File: config.mk
export PLATFORM = sky130hd
export DESIGN_NAME = hint_line_ctrl
export DESIGN_NICKNAME = d
export VERILOG_FILES = /design/src/rtl/hlc_pkg.sv /design/src/rtl/hlc_way_store.sv /design/src/rtl/hlc_victim_pick.sv /design/src/rtl/hint_line_ctrl.sv
export SDC_FILE = /design/constraint.sdc
export NUM_CORES = 1
export LEC_CHECK = 0
export BUFFER_PORTS_ARGS = -buffer_cell sky130_fd_sc_hd__buf_4
export CORE_UTILIZATION = 63
export CTS_CLUSTER_SIZE = 40
export DETAILED_ROUTE_END_ITERATION = 10
export HOLD_SLACK_MARGIN = 0.03
export PLACE_DENSITY_LB_ADDON = 0.05
export SKIP_LAST_GASP = 1
export SYNTH_ARGS = -nofsm -noshare
export SYNTH_HDL_FRONTEND = slang
export SYNTH_SLANG_ARGS = --single-unit
export TNS_END_PERCENT = 20
File: constraint.sdc
create_clock -name clk -period 8.3 [get_ports clk]
set_input_delay 1.245 -clock clk [delete_from_list [all_inputs] [get_ports clk]]
set_output_delay 1.245 -clock clk [all_outputs]
set_load 0.01 [all_outputs]
File: src/rtl/hlc_pkg.sv
package hlc_pkg;

  // hint opcodes
  localparam logic [2:0] HINT_FETCH      = 3'd0;
  localparam logic [2:0] HINT_FETCH_MOD  = 3'd1;
  localparam logic [2:0] HINT_FETCH_NEXT = 3'd2;
  localparam logic [2:0] HINT_CLAIM      = 3'd3;
  localparam logic [2:0] HINT_DROP       = 3'd4;

  typedef enum logic [2:0] {
    ST_IDLE,
    ST_LOOK,
    ST_WBACK,
    ST_FILL,
    ST_DONE
  } ctl_state_e;

  function automatic logic op_is_known(input logic [2:0] op);
    return op <= HINT_DROP;
  endfunction

  function automatic logic op_reads_mem(input logic [2:0] op);
    return (op == HINT_FETCH) || (op == HINT_FETCH_MOD) || (op == HINT_FETCH_NEXT);
  endfunction

  function automatic logic op_marks_dirty(input logic [2:0] op);
    return (op == HINT_FETCH_MOD) || (op == HINT_CLAIM);
  endfunction

  // evict-next value after the hint: on a hit, a plain fetch clears it,
  // an evict-next fetch sets it, anything else keeps it
  function automatic logic op_next_mark(input logic [2:0] op, input logic hit,
                                        input logic cur);
    if (!hit) return op == HINT_FETCH_NEXT;
    if (op == HINT_FETCH) return 1'b0;
    if (op == HINT_FETCH_NEXT) return 1'b1;
    return cur;
  endfunction

  // order: empty way, evict-next way, LRU way (lru holds the LRU index)
  function automatic logic choose_victim(input logic [1:0] vld, input logic [1:0] mark,
                                         input logic lru);
    if (!vld[0]) return 1'b0;
    if (!vld[1]) return 1'b1;
    if (mark[0]) return 1'b0;
    if (mark[1]) return 1'b1;
    return lru;
  endfunction

endpackage

File: src/rtl/hlc_way_store.sv
module hlc_way_store #(
  parameter int SETS  = 16,
  parameter int TAG_W = 22
) (
  input  logic                     clk,
  input  logic                     rst_n,
  input  logic [$clog2(SETS)-1:0]  idx,
  input  logic                     wr_en,
  input  logic                     wr_valid,
  input  logic                     wr_dirty,
  input  logic                     wr_mark,
  input  logic [TAG_W-1:0]         wr_tag,
  output logic                     rd_valid,
  output logic                     rd_dirty,
  output logic                     rd_mark,
  output logic [TAG_W-1:0]         rd_tag
);
  logic [SETS-1:0]  valid_q;
  logic [SETS-1:0]  dirty_q;
  logic [SETS-1:0]  mark_q;
  logic [TAG_W-1:0] tag_q [SETS];

  always_ff @(posedge clk) begin
    if (!rst_n) begin
      valid_q <= '0;
      dirty_q <= '0;
      mark_q  <= '0;
    end else if (wr_en) begin
      valid_q[idx] <= wr_valid;
      dirty_q[idx] <= wr_dirty;
      mark_q[idx]  <= wr_mark;
    end
  end

  always_ff @(posedge clk) begin
    if (wr_en) tag_q[idx] <= wr_tag;
  end

  assign rd_valid = valid_q[idx];
  assign rd_dirty = dirty_q[idx];
  assign rd_mark  = mark_q[idx];
  assign rd_tag   = tag_q[idx];
endmodule

File: src/rtl/hlc_victim_pick.sv
module hlc_victim_pick
  import hlc_pkg::*;
(
  input  logic [1:0] way_valid,
  input  logic [1:0] way_mark,
  input  logic       lru_way,
  output logic       victim
);
  assign victim = choose_victim(way_valid, way_mark, lru_way);
endmodule

File: src/rtl/hint_line_ctrl.sv
module hint_line_ctrl
  import hlc_pkg::*;
#(
  parameter int ADDR_W      = 32,
  parameter int SETS        = 16,
  parameter int BLOCK_BYTES = 64
) (
  input  logic              clk,
  input  logic              rst_n,
  input  logic              cmd_valid,
  input  logic [2:0]        cmd_op,
  input  logic [ADDR_W-1:0] cmd_addr,
  output logic              cmd_ready,
  output logic              done,
  output logic              done_hit,
  output logic              done_zero,
  output logic              mem_req_valid,
  output logic              mem_req_write,
  output logic [ADDR_W-1:0] mem_req_addr,
  input  logic              mem_ack
);
  localparam int WAYS  = 2;
  localparam int OFF_W = $clog2(BLOCK_BYTES);
  localparam int IDX_W = $clog2(SETS);
  localparam int TAG_W = ADDR_W - IDX_W - OFF_W;
  localparam logic [ADDR_W-1:0] BLK_MASK = ~ADDR_W'(BLOCK_BYTES - 1);

  ctl_state_e        state_q, state_d;
  logic [2:0]        op_q;
  logic [ADDR_W-1:0] line_q;
  logic              hit_q;
  logic [SETS-1:0]   lru_q;

  logic [IDX_W-1:0]  idx_q;
  logic [TAG_W-1:0]  tag_q;

  // named internal events
  logic accept;
  logic commit;
  logic wr_go;
  logic lk_hit;
  logic hit_way;
  logic vic_way;
  logic tgt_way;
  logic need_wb;
  logic need_fill;

  logic [WAYS-1:0]  w_valid, w_dirty, w_mark, w_hit, w_wr;
  logic [TAG_W-1:0] w_tag [WAYS];

  logic             sel_valid, sel_dirty, sel_mark;
  logic [TAG_W-1:0] sel_tag;
  logic             new_valid, new_dirty, new_mark;

  assign accept = cmd_valid && cmd_ready;
  assign idx_q  = line_q[OFF_W +: IDX_W];
  assign tag_q  = line_q[ADDR_W-1 -: TAG_W];

  always_ff @(posedge clk) begin
    if (!rst_n) begin
      state_q <= ST_IDLE;
      op_q    <= '0;
      line_q  <= '0;
      hit_q   <= 1'b0;
    end else begin
      state_q <= state_d;
      if (accept) begin
        op_q   <= cmd_op;
        line_q <= cmd_addr & BLK_MASK;
      end
      if (state_q == ST_LOOK) hit_q <= lk_hit && op_is_known(op_q);
    end
  end

  generate
    for (genvar w = 0; w < WAYS; w++) begin : g_way
      hlc_way_store #(.SETS(SETS), .TAG_W(TAG_W)) u_store (
        .clk      (clk),
        .rst_n    (rst_n),
        .idx      (idx_q),
        .wr_en    (w_wr[w]),
        .wr_valid (new_valid),
        .wr_dirty (new_dirty),
        .wr_mark  (new_mark),
        .wr_tag   (tag_q),
        .rd_valid (w_valid[w]),
        .rd_dirty (w_dirty[w]),
        .rd_mark  (w_mark[w]),
        .rd_tag   (w_tag[w])
      );
      assign w_hit[w] = w_valid[w] && (w_tag[w] == tag_q);
      assign w_wr[w]  = wr_go && (tgt_way == 1'(w));
    end
  endgenerate

  hlc_victim_pick u_pick (
    .way_valid (w_valid),
    .way_mark  (w_mark),
    .lru_way   (lru_q[idx_q]),
    .victim    (vic_way)
  );

  assign lk_hit    = |w_hit;
  assign hit_way   = w_hit[1];
  assign tgt_way   = lk_hit ? hit_way : vic_way;
  assign sel_valid = w_valid[tgt_way];
  assign sel_dirty = w_dirty[tgt_way];
  assign sel_mark  = w_mark[tgt_way];
  assign sel_tag   = w_tag[tgt_way];

  assign need_wb   = op_is_known(op_q) &&
                     ((op_q == HINT_DROP) ? (lk_hit && sel_dirty)
                                          : (!lk_hit && sel_valid && sel_dirty));
  assign need_fill = !lk_hit && op_reads_mem(op_q);

  always_comb begin
    if (op_q == HINT_DROP) begin
      new_valid = 1'b0;
      new_dirty = 1'b0;
      new_mark  = 1'b0;
    end else begin
      new_valid = 1'b1;
      new_dirty = (lk_hit && sel_dirty) || op_marks_dirty(op_q);
      new_mark  = op_next_mark(op_q, lk_hit, sel_mark);
    end
  end

  always_comb begin
    state_d = state_q;
    commit  = 1'b0;
    case (state_q)
      ST_IDLE:  if (cmd_valid) state_d = ST_LOOK;
      ST_LOOK: begin
        if (need_wb)        state_d = ST_WBACK;
        else if (need_fill) state_d = ST_FILL;
        else begin
          state_d = ST_DONE;
          commit  = 1'b1;
        end
      end
      ST_WBACK: if (mem_ack) begin
        if (need_fill) state_d = ST_FILL;
        else begin
          state_d = ST_DONE;
          commit  = 1'b1;
        end
      end
      ST_FILL: if (mem_ack) begin
        state_d = ST_DONE;
        commit  = 1'b1;
      end
      ST_DONE: state_d = ST_IDLE;
      default: state_d = ST_IDLE;
    endcase
  end

  assign wr_go = commit && op_is_known(op_q) && (lk_hit || (op_q != HINT_DROP));

  always_ff @(posedge clk) begin
    if (!rst_n) lru_q <= '0;
    else if (wr_go && (op_q != HINT_DROP)) lru_q[idx_q] <= ~tgt_way;
  end

  assign cmd_ready     = (state_q == ST_IDLE);
  assign done          = (state_q == ST_DONE);
  assign done_hit      = done && hit_q;
  assign done_zero     = done && (op_q == HINT_CLAIM) && !hit_q;
  assign mem_req_valid = (state_q == ST_WBACK) || (state_q == ST_FILL);
  assign mem_req_write = (state_q == ST_WBACK);
  assign mem_req_addr  = (state_q == ST_WBACK) ? {sel_tag, idx_q, OFF_W'(0)} : line_q;
endmodule

==> results.py <==
metrics = {
    "place": {
        "dp.final_hpwl_mm": 62.6,
        "place.gp.congestion": 0.950,
        "port_buffers": 64,
    },
    "worst_hold_path": {
        "hold_path_depth": 2,
        "hp-class": "flip-flop to flip-flop",
    },
    "worst_setup_path": {
        "cp_num_buf_inv": 2,
        "critPathKind": "flip-flop to output port",
        "cp_max_fo": 40,
        "end_kind": "output port",
        "crit_slowest_cell": "dfxtp_4",
        "start_kind": "flip-flop",
        "worstPathRequired_ns": 7.05,
        "worst_r2r_path_depth": 13,
        "path_delay_family": "compound AO/OA/AOI/OAI gates",
        "cp_slowest_stage_delay_ns": 0.96,
        "cp.depth": 13,
        "worstPathArrival_ns": 6.49,
        "cp_cell_sequence": "buf_4, and2b_1, a22oi_1, and3b_1, o41ai_1, o21ai_0, nor4_1, and4_1, nor2_4, a211oi_1, a21oi_1, o21ai_0, buf_4",
    },
    "layout": {
        "drive_gt1_frac": 0.237,
        "nets": 2486,
        "area_growth_pct": 11.3,
        "final_util": 0.715,
        "fillers": 3648,
    },
    "sta": {
        "slew_viol_final": 0,
        "setup-tns-final_ns": 0,
        "final.period_utilization": 0.931,
        "min_period_ns": 7.73,
        "max_freq_ghz": 0.129,
        "finClkSkew_ns": 0.0292,
        "finalHoldViolCount": 0,
        "worst_pin_slew_ns": 1.09,
        "rsz0062_at_grt": "false",
        "max-slew-margin-rel": 0.273,
        "setup-violations-final": 0,
    },
    "routing": {
        "ant_nets": 0,
        "num_vias": 22526,
        "routedWlPerCell_um": 31.2,
        "drc": 0,
        "drt_iter0_markers": 2910,
        "vias_per_cell": 6.86,
        "dr.pass1.iters": 6,
        "wl_mm": 102,
    },
    "cts": {
        "cts_resized": 0,
        "numCtsBuffers": 85,
        "clockBufferDepth": 3,
        "cts.sinks": 853,
        "cts_tree": "yes",
        "root_buffer": "clkbuf_16",
        "post_cts_buffers": 0,
        "path_clk_slew_ns": 0.06,
        "hold_buffers": 0,
        "htree_levels": 3,
        "insertion_delay_ns": 0.65,
    },
    "global_route": {
        "grt_antenna_before_repair": 1,
        "grt-busiest-layer": "met2",
        "grt_pass1_wl_mm": 149,
        "use_met2": 0.541,
        "first_global_vias": 22051,
        "grtUsageTotal": 0.346,
        "grt_start_max_net_pins": 102,
        "use_met3": 0.0647,
        "gr-total-overflow": 0,
        "grtUsageMet1": 0.491,
    },
    "synth": {
        "ys_types": 95,
        "yosysSeqAreaShare": 0.644,
        "synth-edff-count": 704,
        "avgSynthCellArea_um2": 15.8,
        "synth-main-ff-cell": "edfxtp_1",
        "ys_ff_latch": 853,
        "async_reset_ff_frac": 0,
        "syn_area_mm2": 0.0374,
        "synth_top_area_frac": 0.565,
        "synthTopCellsByArea": "edfxtp_1 (56%), mux4_2 (10%), dfxtp_1 (8.0%), mux2i_1 (5.7%), nand2_1 (2.5%)",
        "yosysWarnings": 0,
        "synth_top_area_cell": "edfxtp_1",
        "synth_common_cells": "edfxtp_1 (704), nand2_1 (249), mux2i_1 (212)",
        "yosysMostFrequentCell": "edfxtp_1",
        "synthesis.instances": 2363,
    },
    "pwr": {
        "leakage_nw": 13.2,
        "ir_worst_vdd_uv": 223,
        "power_density_mw_per_mm2": 233,
        "total_power_mw": 9.72,
    },
    "floorplan": {
        "core_area_mm2": 0.0582,
        "start_util": 0.643,
        "die_y_um": 246,
        "rows": 88,
        "die_w_um": 246,
        "ios": 77,
        "dieArea_mm2": 0.0604,
    },
    "job": {
        "maxCapViolations": 0,
    },
    "outcome": {
        "run_status": "complete, no violations",
    },
}
[registers in the layout, indices dropped and copies added (netlist names), named ones only]
signal                 count
op_q                       3
lru_q                     16
line_q                    26
g_way.u_store.dirty_q     32
hit_q                      1
g_way.u_store.tag_q      704
g_way.u_store.valid_q     32
state_q                    3
g_way.u_store.mark_q      32
[cells in the final DEF (no fill, tap or decap), types with 19 or more instances in the layout]
cell type	synthesis	final
xnor2_1	43	43
o21ai_0	42	42
a2111oi_4	23	23
clkinv_1	1	28
nand2_1	249	249
nand3_1	44	44
dfxtp_1	149	143
nand2b_1	20	19
a21oi_1	76	76
mux2_2	42	42
mux4_2	166	166
nor2_1	45	44
nor3_1	22	22
a22oi_1	23	23
o22ai_1	41	41
clkbuf_16	0	85
edfxtp_1	704	704
mux2i_1	212	212
buf_4	26	158
[worst paths after layout]
check | start | end | slack [ns]
max | flip-flop | mem_req_addr[23] | 0.57
min | g_way[0].u_store.mark_q[11] | g_way[0].u_store.mark_q[11] | 0.45
max reg2reg | flip-flop | g_way[1].u_store.tag_q[13][16] | 1.34
min reg2reg | g_way[0].u_store.mark_q[11] | g_way[0].u_store.mark_q[11] | 0.45
[report_power, final]
group,total (mW),leakage (nW),switching [mW],internal [mW]
Sequential,4.78,7.61,0.0832,4.70
Combinational,1.17,4.26,0.744,0.427
Clock,3.76,1.33,1.64,2.12
Total,9.72,13.2,2.47,7.25
[layer usage]
layer	part of all wire	wire length [um]
met1	0.39	39900
met2	0.47	48200
met3	0.10	10700
met4	0.036	3650
met5	0	0
[logic make-up (layout without fill, tap and decap cells)]
group,count (synthesis),after routing,synth area share
AO/OA/AOI/OAI,352,352,0.0821
XOR/XNOR,50,50,0.0117
buffers and inverters,193,342,0.0283
flip-flops,853,853,0.644
multiplexers,421,421,0.170
other,1,7,0.000100
AND/OR/NAND/NOR,493,493,0.0636
[final cells by class]
class | instances | area [um^2] | share of cell area
inverter | 20 | 75.1 | 0.00180
clock buffer | 94 | 2160 | 0.0519
sequential | 853 | 24100 | 0.580
antenna | 1 | 2.50 | 0.0000601
tap | 765 | 957 | 0.0230
clock inverter | 63 | 586 | 0.0141
multi-input combinational | 1322 | 12400 | 0.298
timing repair buffer | 165 | 1330 | 0.0318
[worst min-delay path: cells and delay by family, from the launching register on]
family           cells  cell delay [ns]
DFF                  1             0.31
muxes                1             0.05
and+or+nand+nor      1             0.05
[stage by stage]
| step | hold WS (ns) | setup WS [ns] | cell area (um^2) | cells |
|---|---|---|---|---|
| floorplan | 0.432 | 1.73 | 37500 | 2368 |
| global placement | 0.439 | 1.42 | 38900 | 3125 |
| detailed placement | 0.444 | 1.37 | 38900 | 3125 |
| CTS | 0.456 | 0.701 | 41700 | 3282 |
| global route | 0.468 | 0.508 | 41700 | 3282 |
| finish | 0.450 | 0.569 | 41700 | 3283 |
No activity file was read; power rests on OpenSTA's default activity.
